[config.mk]
export PLATFORM = sky130hd
export DESIGN_NAME = pd_key_guard
export DESIGN_NICKNAME = d
export VERILOG_FILES = /design/src/rtl/pdk_pkg.sv /design/src/rtl/pdk_key_seq.sv /design/src/rtl/pdk_pd_bit.sv /design/src/rtl/pdk_rd_port.sv /design/src/rtl/pd_key_guard.sv
export SDC_FILE = /design/constraint.sdc
export NUM_CORES = 1
export LEC_CHECK = 0
export ABC_CLOCK_PERIOD_IN_PS = 1700
export BUFFER_PORTS_ARGS = -buffer_cell sky130_fd_sc_hd__clkbuf_2
export CORE_MARGIN = 2
export CORE_UTILIZATION = 32
export CTS_CLUSTER_DIAMETER = 100
export DETAILED_ROUTE_END_ITERATION = 12
export PLACE_DENSITY = 0.79
export SKIP_CTS_REPAIR_TIMING = 1
export SYNTH_ARGS = -nofsm -noshare
export SYNTH_HDL_FRONTEND = slang
export SYNTH_SLANG_ARGS = --single-unit
[constraint.sdc]
create_clock -name clk -period 1.7 [get_ports clk]
set_input_delay 0.34 -clock clk [delete_from_list [all_inputs] [get_ports clk]]
set_output_delay 0.34 -clock clk [all_outputs]
set_load 0.02 [all_outputs]
[src/rtl/pdk_pkg.sv]
package pdk_pkg;
   typedef enum logic [1:0] {
      KS_LOCKED = 2'd0,
      KS_HALF   = 2'd1,
      KS_OPEN   = 2'd2
   } key_state_e;
endpackage

[src/rtl/pdk_key_seq.sv]
module pdk_key_seq
   import pdk_pkg::*;
#(
   parameter int          DATA_W           = 32,
   parameter logic [31:0] KEY_FIRST        = 32'h0415_2637,
   parameter logic [31:0] KEY_SECOND       = 32'hFAFB_FCFD,
   parameter bit          RESTART_ON_FIRST = 1'b1
) (
   input  logic              clk,
   input  logic              rst_n,
   input  logic              key_wr,
   input  logic [DATA_W-1:0] key_data,
   input  logic              relock,
   output logic              unlocked
);
   localparam logic [DATA_W-1:0] K1 = DATA_W'(KEY_FIRST);
   localparam logic [DATA_W-1:0] K2 = DATA_W'(KEY_SECOND);

   key_state_e state_q, state_d;
   logic       repeat_first;

   generate
      if (RESTART_ON_FIRST) begin : g_restart
         assign repeat_first = (key_data == K1);
      end else begin : g_strict
         assign repeat_first = 1'b0;
      end
   endgenerate

   always_comb begin
      state_d = state_q;
      if (relock) begin
         state_d = KS_LOCKED;
      end else if (key_wr) begin
         case (state_q)
            KS_LOCKED: state_d = (key_data == K1) ? KS_HALF : KS_LOCKED;
            KS_HALF: begin
               if (key_data == K2)   state_d = KS_OPEN;
               else if (repeat_first) state_d = KS_HALF;
               else                   state_d = KS_LOCKED;
            end
            KS_OPEN:   state_d = KS_OPEN;
            default:   state_d = KS_LOCKED;
         endcase
      end
   end

   always_ff @(posedge clk or negedge rst_n) begin
      if (!rst_n) state_q <= KS_LOCKED;
      else        state_q <= state_d;
   end

   assign unlocked = (state_q == KS_OPEN);


   open_needs_second_chk: assert property (@(posedge clk) disable iff (!rst_n)
      $rose(unlocked) |-> $past(key_wr && key_data == K2 && state_q == KS_HALF));


   open_holds_on_key_chk: assert property (@(posedge clk) disable iff (!rst_n)
      (unlocked && key_wr && !relock) |=> unlocked);
endmodule

[src/rtl/pdk_pd_bit.sv]
module pdk_pd_bit (
   input  logic clk,
   input  logic rst_n,
   input  logic ctrl_wr,
   input  logic pd_wdata,
   input  logic unlocked,
   output logic pd_q,
   output logic relock
);
   always_ff @(posedge clk or negedge rst_n) begin
      if (!rst_n)                   pd_q <= 1'b0;
      else if (ctrl_wr && unlocked) pd_q <= pd_wdata;
   end

   assign relock = ctrl_wr && pd_q && !pd_wdata;


   locked_write_ignored_chk: assert property (@(posedge clk) disable iff (!rst_n)
      (ctrl_wr && !unlocked) |=> $stable(pd_q));
endmodule

[src/rtl/pdk_rd_port.sv]
module pdk_rd_port #(
   parameter int ADDR_W    = 4,
   parameter int DATA_W    = 32,
   parameter int CTRL_ADDR = 0,
   parameter int KEY_ADDR  = 1,
   parameter int PD_BIT    = 0,
   parameter int ST_BIT    = 1,
   parameter int RD_LAT    = 1
) (
   input  logic              clk,
   input  logic              rst_n,
   input  logic              rd_en,
   input  logic [ADDR_W-1:0] rd_addr,
   input  logic              pd_q,
   input  logic              unlocked,
   output logic              rd_valid,
   output logic [DATA_W-1:0] rd_data
);
   localparam logic [ADDR_W-1:0] A_CTRL = ADDR_W'(CTRL_ADDR);
   localparam logic [ADDR_W-1:0] A_KEY  = ADDR_W'(KEY_ADDR);

   logic [DATA_W-1:0] word;

   always_comb begin
      word = '0;
      if (rd_addr == A_CTRL) begin
         word[PD_BIT] = pd_q;
         word[ST_BIT] = unlocked;
      end
   end

   generate
      if (RD_LAT == 0) begin : g_comb
         assign rd_valid = rd_en;
         assign rd_data  = rd_en ? word : '0;
      end else begin : g_reg
         always_ff @(posedge clk or negedge rst_n) begin
            if (!rst_n) begin
               rd_valid <= 1'b0;
               rd_data  <= '0;
            end else begin
               rd_valid <= rd_en;
               rd_data  <= rd_en ? word : '0;
            end
         end


         rd_latency_chk: assert property (@(posedge clk) disable iff (!rst_n)
            rd_en |=> rd_valid);


         key_reads_zero_chk: assert property (@(posedge clk) disable iff (!rst_n)
            (rd_en && rd_addr == A_KEY) |=> (rd_data == '0));
      end
   endgenerate
endmodule

[src/rtl/pd_key_guard.sv]
module pd_key_guard
   import pdk_pkg::*;
#(
   parameter int          ADDR_W           = 4,
   parameter int          DATA_W           = 32,
   parameter int          CTRL_ADDR        = 0,
   parameter int          KEY_ADDR         = 1,
   parameter int          PD_BIT           = 0,
   parameter int          ST_BIT           = 1,
   parameter int          RD_LAT           = 1,
   parameter logic [31:0] KEY_FIRST        = 32'h0415_2637,
   parameter logic [31:0] KEY_SECOND       = 32'hFAFB_FCFD,
   parameter bit          RESTART_ON_FIRST = 1'b1
) (
   input  logic              clk,
   input  logic              rst_n,
   input  logic              wr_en,
   input  logic [ADDR_W-1:0] wr_addr,
   input  logic [DATA_W-1:0] wr_data,
   input  logic              rd_en,
   input  logic [ADDR_W-1:0] rd_addr,
   output logic              rd_valid,
   output logic [DATA_W-1:0] rd_data,
   output logic              pd_req
);
   localparam logic [ADDR_W-1:0] A_CTRL = ADDR_W'(CTRL_ADDR);
   localparam logic [ADDR_W-1:0] A_KEY  = ADDR_W'(KEY_ADDR);

   generate
      if (KEY_FIRST == KEY_SECOND) begin : g_bad_keys
         $error("pd_key_guard: the two keys must differ");
      end
      if (CTRL_ADDR == KEY_ADDR) begin : g_bad_addr
         $error("pd_key_guard: control and key addresses collide");
      end
      if (PD_BIT == ST_BIT || PD_BIT >= DATA_W || ST_BIT >= DATA_W) begin : g_bad_bits
         $error("pd_key_guard: bad control bit positions");
      end
      if (DATA_W > 32 || RD_LAT > 1 || RD_LAT < 0) begin : g_bad_cfg
         $error("pd_key_guard: unsupported width or read latency");
      end
   endgenerate

   logic key_wr, ctrl_wr, unlocked, pd_q, relock;

   assign key_wr  = wr_en && (wr_addr == A_KEY);
   assign ctrl_wr = wr_en && (wr_addr == A_CTRL);

   pdk_key_seq #(
      .DATA_W(DATA_W), .KEY_FIRST(KEY_FIRST), .KEY_SECOND(KEY_SECOND),
      .RESTART_ON_FIRST(RESTART_ON_FIRST)
   ) seq_i (
      .clk(clk), .rst_n(rst_n), .key_wr(key_wr), .key_data(wr_data),
      .relock(relock), .unlocked(unlocked)
   );

   pdk_pd_bit pd_i (
      .clk(clk), .rst_n(rst_n), .ctrl_wr(ctrl_wr), .pd_wdata(wr_data[PD_BIT]),
      .unlocked(unlocked), .pd_q(pd_q), .relock(relock)
   );

   pdk_rd_port #(
      .ADDR_W(ADDR_W), .DATA_W(DATA_W), .CTRL_ADDR(CTRL_ADDR), .KEY_ADDR(KEY_ADDR),
      .PD_BIT(PD_BIT), .ST_BIT(ST_BIT), .RD_LAT(RD_LAT)
   ) rd_i (
      .clk(clk), .rst_n(rst_n), .rd_en(rd_en), .rd_addr(rd_addr),
      .pd_q(pd_q), .unlocked(unlocked), .rd_valid(rd_valid), .rd_data(rd_data)
   );

   assign pd_req = pd_q;


   pd_only_when_open_chk: assert property (@(posedge clk) disable iff (!rst_n)
      pd_req |-> unlocked);


   clear_relocks_chk: assert property (@(posedge clk) disable iff (!rst_n)
      $fell(pd_req) |-> !unlocked);


   rise_needs_open_chk: assert property (@(posedge clk) disable iff (!rst_n)
      $rose(pd_req) |-> $past(unlocked && ctrl_wr));
endmodule

# --- After elaboration in Yosys (flattened, before gate mapping) ---
# Index checks and enable logic that the tools add are counted.
word_totals:
  register_bits: 36
  in_bits: 44
  out_inout_bits: 34
  wordCells: 26
op_classes:
  eq_ne: 5
  mux: 7
  reduce_logical: 10
ops:
  columns: ["op", "count"]
  rows:
  - ["32-bit by 27-bit equality test with 1-bit output, second input constant", 1]
  - ["32-bit equality test, second input constant", 1]
  - ["2-bit 2-to-1 mux", 5]
  - ["4-bit logical NOT", 2]
  - ["2-bit case mux with 3 select lines", 1]
  - ["1-bit logical AND", 5]
  - ["4-bit by 1-bit equality test with 1-bit output, second input constant", 1]
  - ["2-bit by 1-bit equality test with 1-bit output, second input constant", 1]
  - ["2-bit equality test, second input constant", 1]
  - ["2-bit logical NOT", 1]
  - ["2-bit nonzero test", 1]
  - ["1-bit logical NOT", 1]
  - ["1-bit 2-to-1 mux", 1]

# --- Depth between registers and ports, before layout ---
# Gate-level depths: netlist of the first run.
depth:
  depth_word: 6
  depth_mapped: 4

# --- Cells and area by module ---
# From an unflattened synthesis of the first run, not the netlist that was laid out.
hier_totals:
  cells_unflattened: 73
  area_unflattened_um2: 655.6
by_module_without_submodules:
  columns: ["mod", "instances", "cells_per_inst", "area_per_inst_um2"]
  rows:
  - ["pdk_rd_port", 1, 39, 332.8]
  - ["pdk_key_seq", 1, 27, 242.7]
  - ["pdk_pd_bit", 1, 4, 53.8]
  - ["pd_key_guard", 1, 3, 26.3]

# --- Worst setup path after synthesis of the first run ---
# Ideal clock, no wire load.
synth_path:
  kind: "input to register"
  startpoint: "input port wr_addr[1]"
  endpoint: "register seq_i.state_q[1]"
  setup_ns: 0.103
  arrival_ns: 1.742
  required_time_ns: 1.597
  slack_ns: -0.145
  stages: 3
  cell_sequence: "or4b_4 -> or4_4 -> o41ai_2"
synth_via:
  elab_chain_len: 5
synth_lines:
  columns: ["item", "line", "source"]
  rows:
  - ["from (decl)", "pd_key_guard.sv:18", "input logic [ADDR_W-1:0] wr_addr,"]
  - ["4-bit logical NOT", "pd_key_guard.sv:47", "assign ctrl_wr = wr_en && (wr_addr == A_CTRL);"]
  - ["1-bit logical AND", "pd_key_guard.sv:47", null]
  - ["1-bit logical AND (2 in a row)", "pdk_pd_bit.sv:15", "assign relock = ctrl_wr && pd_q && !pd_wdata;"]
  - ["2-bit 2-to-1 mux / 2-bit nonzero test (equally long branches)", null, null]
  - ["to (signal assigned)", "pdk_key_seq.sv:50", "else state_q <= state_d;"]
  - ["to (decl)", "pdk_key_seq.sv:19", "key_state_e state_q, state_d;"]
# Parallel ways exist; a longest one is shown, timed or not.
# A chain may end at the register's enable or synchronous reset.

# --- Final worst setup path of the first run ---
layout_path:
  startpoint: "register seq_i.state_q[0]"
  endpoint: "register seq_i.state_q[1]"
layout_via:
  elab_chain_len: 4
layout_lines:
  columns: ["item", "line", "source"]
  rows:
  - ["2-bit equality test, or another cell as far along", "pdk_key_seq.sv:35", "case (state_q)"]
  - ["2-bit case mux with 3 select lines *", "pdk_key_seq.sv:35", null]
  - ["2-bit 2-to-1 mux *", "pdk_key_seq.sv:34", "end else if (key_wr) begin"]
  - ["2-bit 2-to-1 mux *", "pdk_key_seq.sv:32", "if (relock) begin"]
# Mark *: on every way between the ends. The rest lies on a longest branch, timed or not. The select of a mux whose other input is x is not followed.

==> out/summary.json, run 1 <==
{
  "status": "finished clean",
  "max-cap-violations": 0,
  "max_freq_mhz": 670,
  "yosys_register_bits": 6,
  "number_of_antenna_violations_at_the_first_check_in_global_routing": 0,
  "grt_pass1_wl_um": 2440,
  "grt_pass1_vias": 640,
  "detailedPlacementHpwl_um": 1300,
  "clock_tree.root_cell": "sky130_fd_sc_hd__clkbuf_4",
  "setup.reg_to_reg.worst_slack_ps": 210,
  "cts_sinks": 6,
  "timing.critical_path.arrival_ps": 1630,
  "drc_errors": 0,
  "crit-reg2reg-capture": "seq_i.state_q[1]",
  "finalClockSkew_ps": 4.89,
  "cts_tree": "yes",
  "timing.setup.tns_ps": 0,
  "timing.critical_path.cells": "nand4b_1 -> or4_1 -> o41ai_2",
  "die_area_um2": 2350,
  "powerDensity_nw_per_um2": 488,
  "cpPeakStageDelay_ps": 540,
  "drt-total-wl_um": 1380,
  "worstReg2RegStart": "seq_i.state_q[0]",
  "detailroute.via_count": 644,
  "setup_repair_after_global_routing_missed_its_margin": "false",
  "core-area_um2": 1920,
  "placement.io_buffers": 47,
  "cts-buffers-inserted": 3,
  "min_period_ps": 1490,
  "peakVddDrop_uv": 318,
  "row_count": 16,
  "timing.critical_path.to": "seq_i.state_q[1]",
  "globalRouteTotalUtil_pct": 13.0,
  "grt-ovfl-total": 0,
  "cts.path.max_buffers": 2,
  "floorplan_die_height_um": 48.5,
  "total_power_uw": 404,
  "slowest_stage": "sky130_fd_sc_hd__or4_1",
  "route.detailed.wl_per_inst_um": 9.34,
  "clkLatencyLatePin_ps": 240,
  "worstSetupStartpoint": "seq_i.state_q[0]",
  "syn_inst": 70,
  "post_synth_design_cell_area_um2": 634,
  "hold_path_class": "in -> reg",
  "grt_max_degree": 7,
  "area_delta_synth_final_pct": 30.4,
  "place.gp.congestion": 0.728,
  "multi_input_comb_area_um2": 364,
  "ff_latch_area_um2": 150,
  "power.static_leakage_uw": 0.000455,
  "final_min_period_over_clock_period_pct": 87.8,
  "floorplan.initialDensity_pct": 33.0,
  "r2r.worst_path.cells": 3,
  "yosys_warnings": 0,
  "fill_cells": 215,
  "synth.yosys.seq_area_share_pct": 23.7,
  "timing.final.hold_violations": 0,
  "syn_area_per_cell_um2": 9.06,
  "criticalPathCategory": "reg -> reg",
  "htree_levels": 1,
  "drtPass1Iterations": 4,
  "final_layout_size_suffix_gt1_share_pct": 45.5,
  "avgViaCountPerCell": 4.35,
  "synthDistinctLibCells": 22,
  "num-nets-final": 167,
  "worst_setup_path_start_kind": "flip-flop",
  "path_clk_slew_ps": 40,
  "ios": 78,
  "worstPathRequired_ps": 1840,
  "detail-route-antenna-nets": 0,
  "drtIter0Drc": 3,
  "die_width_um": 48.5,
  "setup_failing_eps_final": 0,
  "highest_fanout_seen_on_the_critical_path": 5,
  "num_antenna_cells": 0,
  "worst_setup_path_end_kind": "flip-flop",
  "slew_violations": 0
}
[area by class of cell]
cell class | instances | area share (%)
clock buffer | 3 | 2.72
multi-input combinational | 62 | 44.0
tap | 27 | 4.08
sequential | 6 | 18.2
inverter | 1 | 0.454
timing repair buffer | 49 | 30.6
[cell usage in the layout (no fill, tap or decap)]
cell type / netlist / routed
sky130_fd_sc_hd__nor3b_1: 1 / 1
sky130_fd_sc_hd__dfrtp_1: 6 / 6
sky130_fd_sc_hd__o21ai_0: 3 / 3
sky130_fd_sc_hd__and3_1: 1 / 1
sky130_fd_sc_hd__o31ai_1: 2 / 2
sky130_fd_sc_hd__nand3b_1: 2 / 2
sky130_fd_sc_hd__inv_1: 1 / 1
sky130_fd_sc_hd__clkbuf_4: 0 / 3
sky130_fd_sc_hd__o41ai_2: 1 / 1
sky130_fd_sc_hd__nand4b_1: 4 / 4
sky130_fd_sc_hd__a21oi_1: 2 / 2
sky130_fd_sc_hd__or3b_2: 1 / 1
sky130_fd_sc_hd__nand4_1: 4 / 4
sky130_fd_sc_hd__nor4b_1: 1 / 1
sky130_fd_sc_hd__dlygate4sd3_1: 0 / 1
sky130_fd_sc_hd__nand4bb_1: 1 / 1
sky130_fd_sc_hd__clkbuf_2: 0 / 47
sky130_fd_sc_hd__and4b_1: 1 / 1
sky130_fd_sc_hd__conb_1: 1 / 30
sky130_fd_sc_hd__nor4_1: 4 / 4
sky130_fd_sc_hd__or4_1: 1 / 1
sky130_fd_sc_hd__nor4bb_1: 1 / 1
sky130_fd_sc_hd__buf_4: 30 / 1
sky130_fd_sc_hd__or4b_4: 1 / 1
sky130_fd_sc_hd__or4_4: 1 / 1
[registers in the layout (all words and copies together), names as in the netlist]
| name | count |
|---|---|
| rd_i.rd_valid | 1 |
| rd_i.rd_data | 2 |
| seq_i.state_q | 2 |
| pd_i.pd_q | 1 |
[power by group]
part	internal (uW)	switching [uW]	total, uW
logic	46.7	88.8	135
registers	145	0.369	145
clock network	79.4	44.1	123
[metrics by stage]
stage               hold WS [ps]  instance area (um^2)  setup slack, ps  cells  utilization [%]
finish                       244                   827              207    148             43.0
CTS                        -82.5                   817              190    147             42.5
global route                 226                   827              143    148             43.0
detailed placement           173                   795            -26.7    144             41.3
global placement             168                   795             7.71    144             41.3
floorplan                   44.4                   743             85.0     99                -
[worst min-delay path by stage]
stage | from | endpoint | slack, ps | cells after the start
floorplan | rst_n | pd_i.pd_q | 40 | 0
global placement | rst_n | rd_i.rd_valid | 170 | 1
detailed placement | rst_n | rd_i.rd_data[0] | 170 | 1
CTS | rst_n | pd_i.pd_q | -80 | 1
global route | rd_en | rd_i.rd_valid | 230 | 1
finish | rd_en | rd_i.rd_valid | 240 | 1
[cells in the mapped netlist]
cell type	instances	area share, %
sky130_fd_sc_hd__buf_4	30	36
sky130_fd_sc_hd__or4b_4	1	2.2
sky130_fd_sc_hd__inv_1	1	0.59
sky130_fd_sc_hd__a21oi_1	2	1.6
sky130_fd_sc_hd__nor4bb_1	1	1.6
sky130_fd_sc_hd__o21ai_0	3	2.4
sky130_fd_sc_hd__nand3b_1	2	2.4
sky130_fd_sc_hd__nor4b_1	1	1.4
sky130_fd_sc_hd__o41ai_2	1	2.6
sky130_fd_sc_hd__or4_1	1	1.2
sky130_fd_sc_hd__and4b_1	1	1.6
sky130_fd_sc_hd__nand4bb_1	1	1.8
sky130_fd_sc_hd__nor3b_1	1	1.2
sky130_fd_sc_hd__nand4_1	4	3.9
sky130_fd_sc_hd__o31ai_1	2	2.4
sky130_fd_sc_hd__nand4b_1	4	5.5
sky130_fd_sc_hd__nor4_1	4	3.9
sky130_fd_sc_hd__conb_1	1	0.59
sky130_fd_sc_hd__dfrtp_1	6	24
sky130_fd_sc_hd__or3b_2	1	1.4
sky130_fd_sc_hd__or4_4	1	1.8
sky130_fd_sc_hd__and3_1	1	0.99
[per-layer routing]
layer / up-vias / GRT usage (%) / part of all wire [%]
li1: 307 / - / -
met1: 293 / 12.5 / 34
met2: 42 / 24.3 / 53
met3: 2 / 5.86 / 11
met4: 0 / 4.76 / 1.0
met5: - / 0 / 0
[worst max-delay path, delay by kind of cell, from the launching register on]
kind	cells	cell delay, ps
AOI/OAI and AO/OA	1	310
DFF	1	420
and+or+nand+nor	2	660
[cell families after synthesis]
kind of cell    Yosys count  share of synthesized area [%]
buf+inv                  31                           36.1
flops                     6                           23.7
compound gates            8                           8.88
other cells               1                          0.591
simple gates             24                           30.8
Note: power is estimated with default switching activity, not from simulation.
==> run 2, diff against run 1 <==
PLACE_DENSITY = 0.82   (was 0.79)
==> run 2 against run 1 <==
- hold slack worse by 24 ps
- maximum frequency rose by 1.4%
- design area stayed put
- routed wire length rose by 3.8%
- die area stayed put
- non-clock buffer count did not move
- core utilization did not move
- critical path depth rose by 1
- sequential share of layout area did not move
- via count down 1.1%
- clock-buffer cell count is the same
- clock skew down 0.93 ps
==> out/summary.json, run 2 (synthesized netlist as in run 1, its figures left out) <==
{
  "status": {"value": "finished clean", "change": "unchanged"},
  "worst_setup_path_end_kind": {"value": "flip-flop", "change": "unchanged"},
  "detail-route-antenna-nets": {"value": 0, "change": "unchanged"},
  "globalRouteTotalUtil": {"value": 12.4, "unit": "%", "change": "was 13.0%"},
  "floorplan.initialDensity": {"value": 33.0, "unit": "%", "change": "unchanged"},
  "worst_setup_path_start_kind": {"value": "input pin", "change": "was flip-flop"},
  "setup_slack_after_layout": {"value": 228, "unit": "ps", "change": "was 207 ps"},
  "detailroute.via_count": {"value": 637, "change": "was 644"},
  "cts_tree": {"value": "yes", "change": "unchanged"},
  "avgViaCountPerCell": {"value": 4.30, "change": "was 4.35"},
  "min-delay-start": {"value": "rd_en", "change": "unchanged"},
  "drt-total-wl": {"value": 1440, "unit": "um", "change": "was 1380 um"},
  "worstReg2RegStart": {"value": "seq_i.state_q[0]", "change": "unchanged"},
  "power.static_leakage": {"value": 0.000455, "unit": "uW", "change": "unchanged"},
  "setup_repair_after_global_routing_missed_its_margin": {"value": "false", "change": "unchanged"},
  "finalClockSkew": {"value": 3.96, "unit": "ps", "change": "was 4.89 ps"},
  "peakVddDrop": {"value": 314, "unit": "uV", "change": "was 318 uV"},
  "timing.hold.worst_path_depth": {"value": 1, "change": "unchanged"},
  "largestRegisters": {"value": "rd_i.rd_data (2), seq_i.state_q (2)", "change": "unchanged"},
  "worstSetupStartpoint": {"value": "wr_addr[1]", "change": "was seq_i.state_q[0]"},
  "setup.reg_to_reg.worst_slack": {"value": 230, "unit": "ps", "change": "was 210 ps"},
  "cts.path.max_buffers": {"value": 2, "change": "unchanged"},
  "clock_tree.root_cell": {"value": "sky130_fd_sc_hd__clkbuf_4", "change": "unchanged"},
  "row_count": {"value": 16, "change": "unchanged"},
  "most-common-layout-cells": {"value": "sky130_fd_sc_hd__clkbuf_2, sky130_fd_sc_hd__conb_1, sky130_fd_sc_hd__dfrtp_1", "change": "unchanged"},
  "grt_max_degree": {"value": 7, "change": "unchanged"},
  "r2r.worst_path.cells": {"value": 3, "change": "unchanged"},
  "final_layout_size_suffix_gt1_share": {"value": 45.5, "unit": "%", "change": "unchanged"},
  "num-nets-final": {"value": 167, "change": "unchanged"},
  "slew_violations": {"value": 0, "change": "unchanged"},
  "die_width": {"value": 48.5, "unit": "um", "change": "unchanged"},
  "grt_pass1_wl": {"value": 2320, "unit": "um", "change": "was 2440 um"},
  "detailedPlace.worstSlack": {"value": -9.59, "unit": "ps", "change": "was -26.7 ps"},
  "hold_path_end": {"value": "rd_i.rd_valid", "change": "unchanged"},
  "place.gp.congestion": {"value": 0.730, "change": "was 0.728"},
  "final_min_period_over_clock_period": {"value": 86.6, "unit": "%", "change": "was 87.8%"},
  "placement.io_buffers": {"value": 47, "change": "unchanged"},
  "multi_input_comb_area": {"value": 364, "unit": "um^2", "change": "unchanged"},
  "path_clk_slew": {"value": 40, "unit": "ps", "change": "about the same"},
  "max_freq": {"value": 679, "unit": "MHz", "change": "was 670 MHz"},
  "htree_levels": {"value": 1, "change": "unchanged"},
  "cts-buffers-inserted": {"value": 3, "change": "unchanged"},
  "hold_path_class": {"value": "in -> reg", "change": "unchanged"},
  "die_area": {"value": 2350, "unit": "um^2", "change": "unchanged"},
  "core-area": {"value": 1920, "unit": "um^2", "change": "unchanged"},
  "detailedPlacementHpwl": {"value": 1270, "unit": "um", "change": "was 1300 um"},
  "dp_cells": {"value": 144, "change": "unchanged"},
  "cts_sinks": {"value": 6, "change": "unchanged"},
  "num_antenna_cells": {"value": 0, "change": "unchanged"},
  "finalNonFillerCells": {"value": 148, "change": "unchanged"},
  "final_common_cell": {"value": "sky130_fd_sc_hd__clkbuf_2", "change": "unchanged"},
  "drtIter0Drc": {"value": 7, "change": "was 3"},
  "floorplan_die_height": {"value": 48.5, "unit": "um", "change": "unchanged"},
  "ios": {"value": 78, "change": "unchanged"},
  "grt_pass1_vias": {"value": 583, "change": "was 640"},
  "max-cap-violations": {"value": 0, "change": "unchanged"},
  "number_of_antenna_violations_at_the_first_check_in_global_routing": {"value": 0, "change": "unchanged"},
  "drtPass1Iterations": {"value": 4, "change": "unchanged"},
  "powerDensity": {"value": 498, "unit": "nW/um^2", "change": "was 488 nW/um^2"},
  "highest_fanout_seen_on_the_critical_path": {"value": 2, "change": "was 5"},
  "drc_errors": {"value": 0, "change": "unchanged"},
  "grt-ovfl-total": {"value": 0, "change": "unchanged"},
  "min_period": {"value": 1470, "unit": "ps", "change": "was 1490 ps"},
  "fill_cells": {"value": 207, "change": "was 215"},
  "worstPathRequired": {"value": 1850, "unit": "ps", "change": "was 1840 ps"},
  "route.detailed.wl_per_inst": {"value": 9.70, "unit": "um", "change": "was 9.34 um"},
  "ff_latch_area": {"value": 150, "unit": "um^2", "change": "unchanged"},
  "setup_failing_eps_final": {"value": 0, "change": "unchanged"},
  "timing.final.hold_violations": {"value": 0, "change": "unchanged"},
  "clkLatencyLatePin": {"value": 250, "unit": "ps", "change": "was 240 ps"},
  "crit-reg2reg-capture": {"value": "seq_i.state_q[1]", "change": "unchanged"},
  "area_delta_synth_final": {"value": 30.4, "unit": "%", "change": "unchanged"},
  "timing.critical_path.arrival": {"value": 1620, "unit": "ps", "change": "was 1630 ps"},
  "criticalPathCategory": {"value": "in -> reg", "change": "was reg -> reg"}
}
==> run 2: cell counts in the layout (fill, tap and decap cells not counted) <==
No cell type changed its count.
==> run 2: how the worst max path moves through the flow <==
stage                             endpoint  slack, ps
after floorplan           seq_i.state_q[0]         80
after global placement    seq_i.state_q[0]          7
after detailed placement  seq_i.state_q[0]        -10
after CTS                 seq_i.state_q[0]        220
after global routing      seq_i.state_q[0]        130
final                     seq_i.state_q[0]        230
==> run 2: cell type report <==
class,count,area share (%)
inverter,1,0.454
multi-input combinational,62,44.0
timing repair buffer,49,30.6
tap,27,4.08
sequential,6,18.2
clock buffer,3,2.72
==> run 2: through the flow <==
stage               hold slack (ps)  TNS [ps]  cell area [um^2]  util (%)  power [uW]
floorplan                      44.4         0               743         -         271
global route                    219         0               827      43.0         435
CTS                           -88.9         0               817      42.5         410
detailed placement              171     -9.59               795      41.3         280
global placement                167         0               795      41.3         277
finish                          220         0               827      43.0         412
==> run 2: routing by layer <==
| metal | part of all wire, % | global-route usage [%] | vias up | wire (um) |
|---|---|---|---|---|
| li1 | - | - | 307 | - |
| met1 | 32 | 12.2 | 290 | 466 |
| met2 | 55 | 24.1 | 36 | 791 |
| met3 | 11 | 5.25 | 4 | 153 |
| met4 | 1.6 | 2.38 | 0 | 23 |
| met5 | 0 | 0 | - | 0 |
==> run 2: worst max-delay path: stages <==
cell and delay (ps):
sky130_fd_sc_hd__clkbuf_2 80, sky130_fd_sc_hd__or4b_4 520, sky130_fd_sc_hd__or4_4 440, sky130_fd_sc_hd__o31ai_1 240
==> run 2: power by group <==
part | internal (uW) | switching (uW)
logic | 46.7 | 90.0
registers | 145 | 0.259
clock network | 79.8 | 50.8
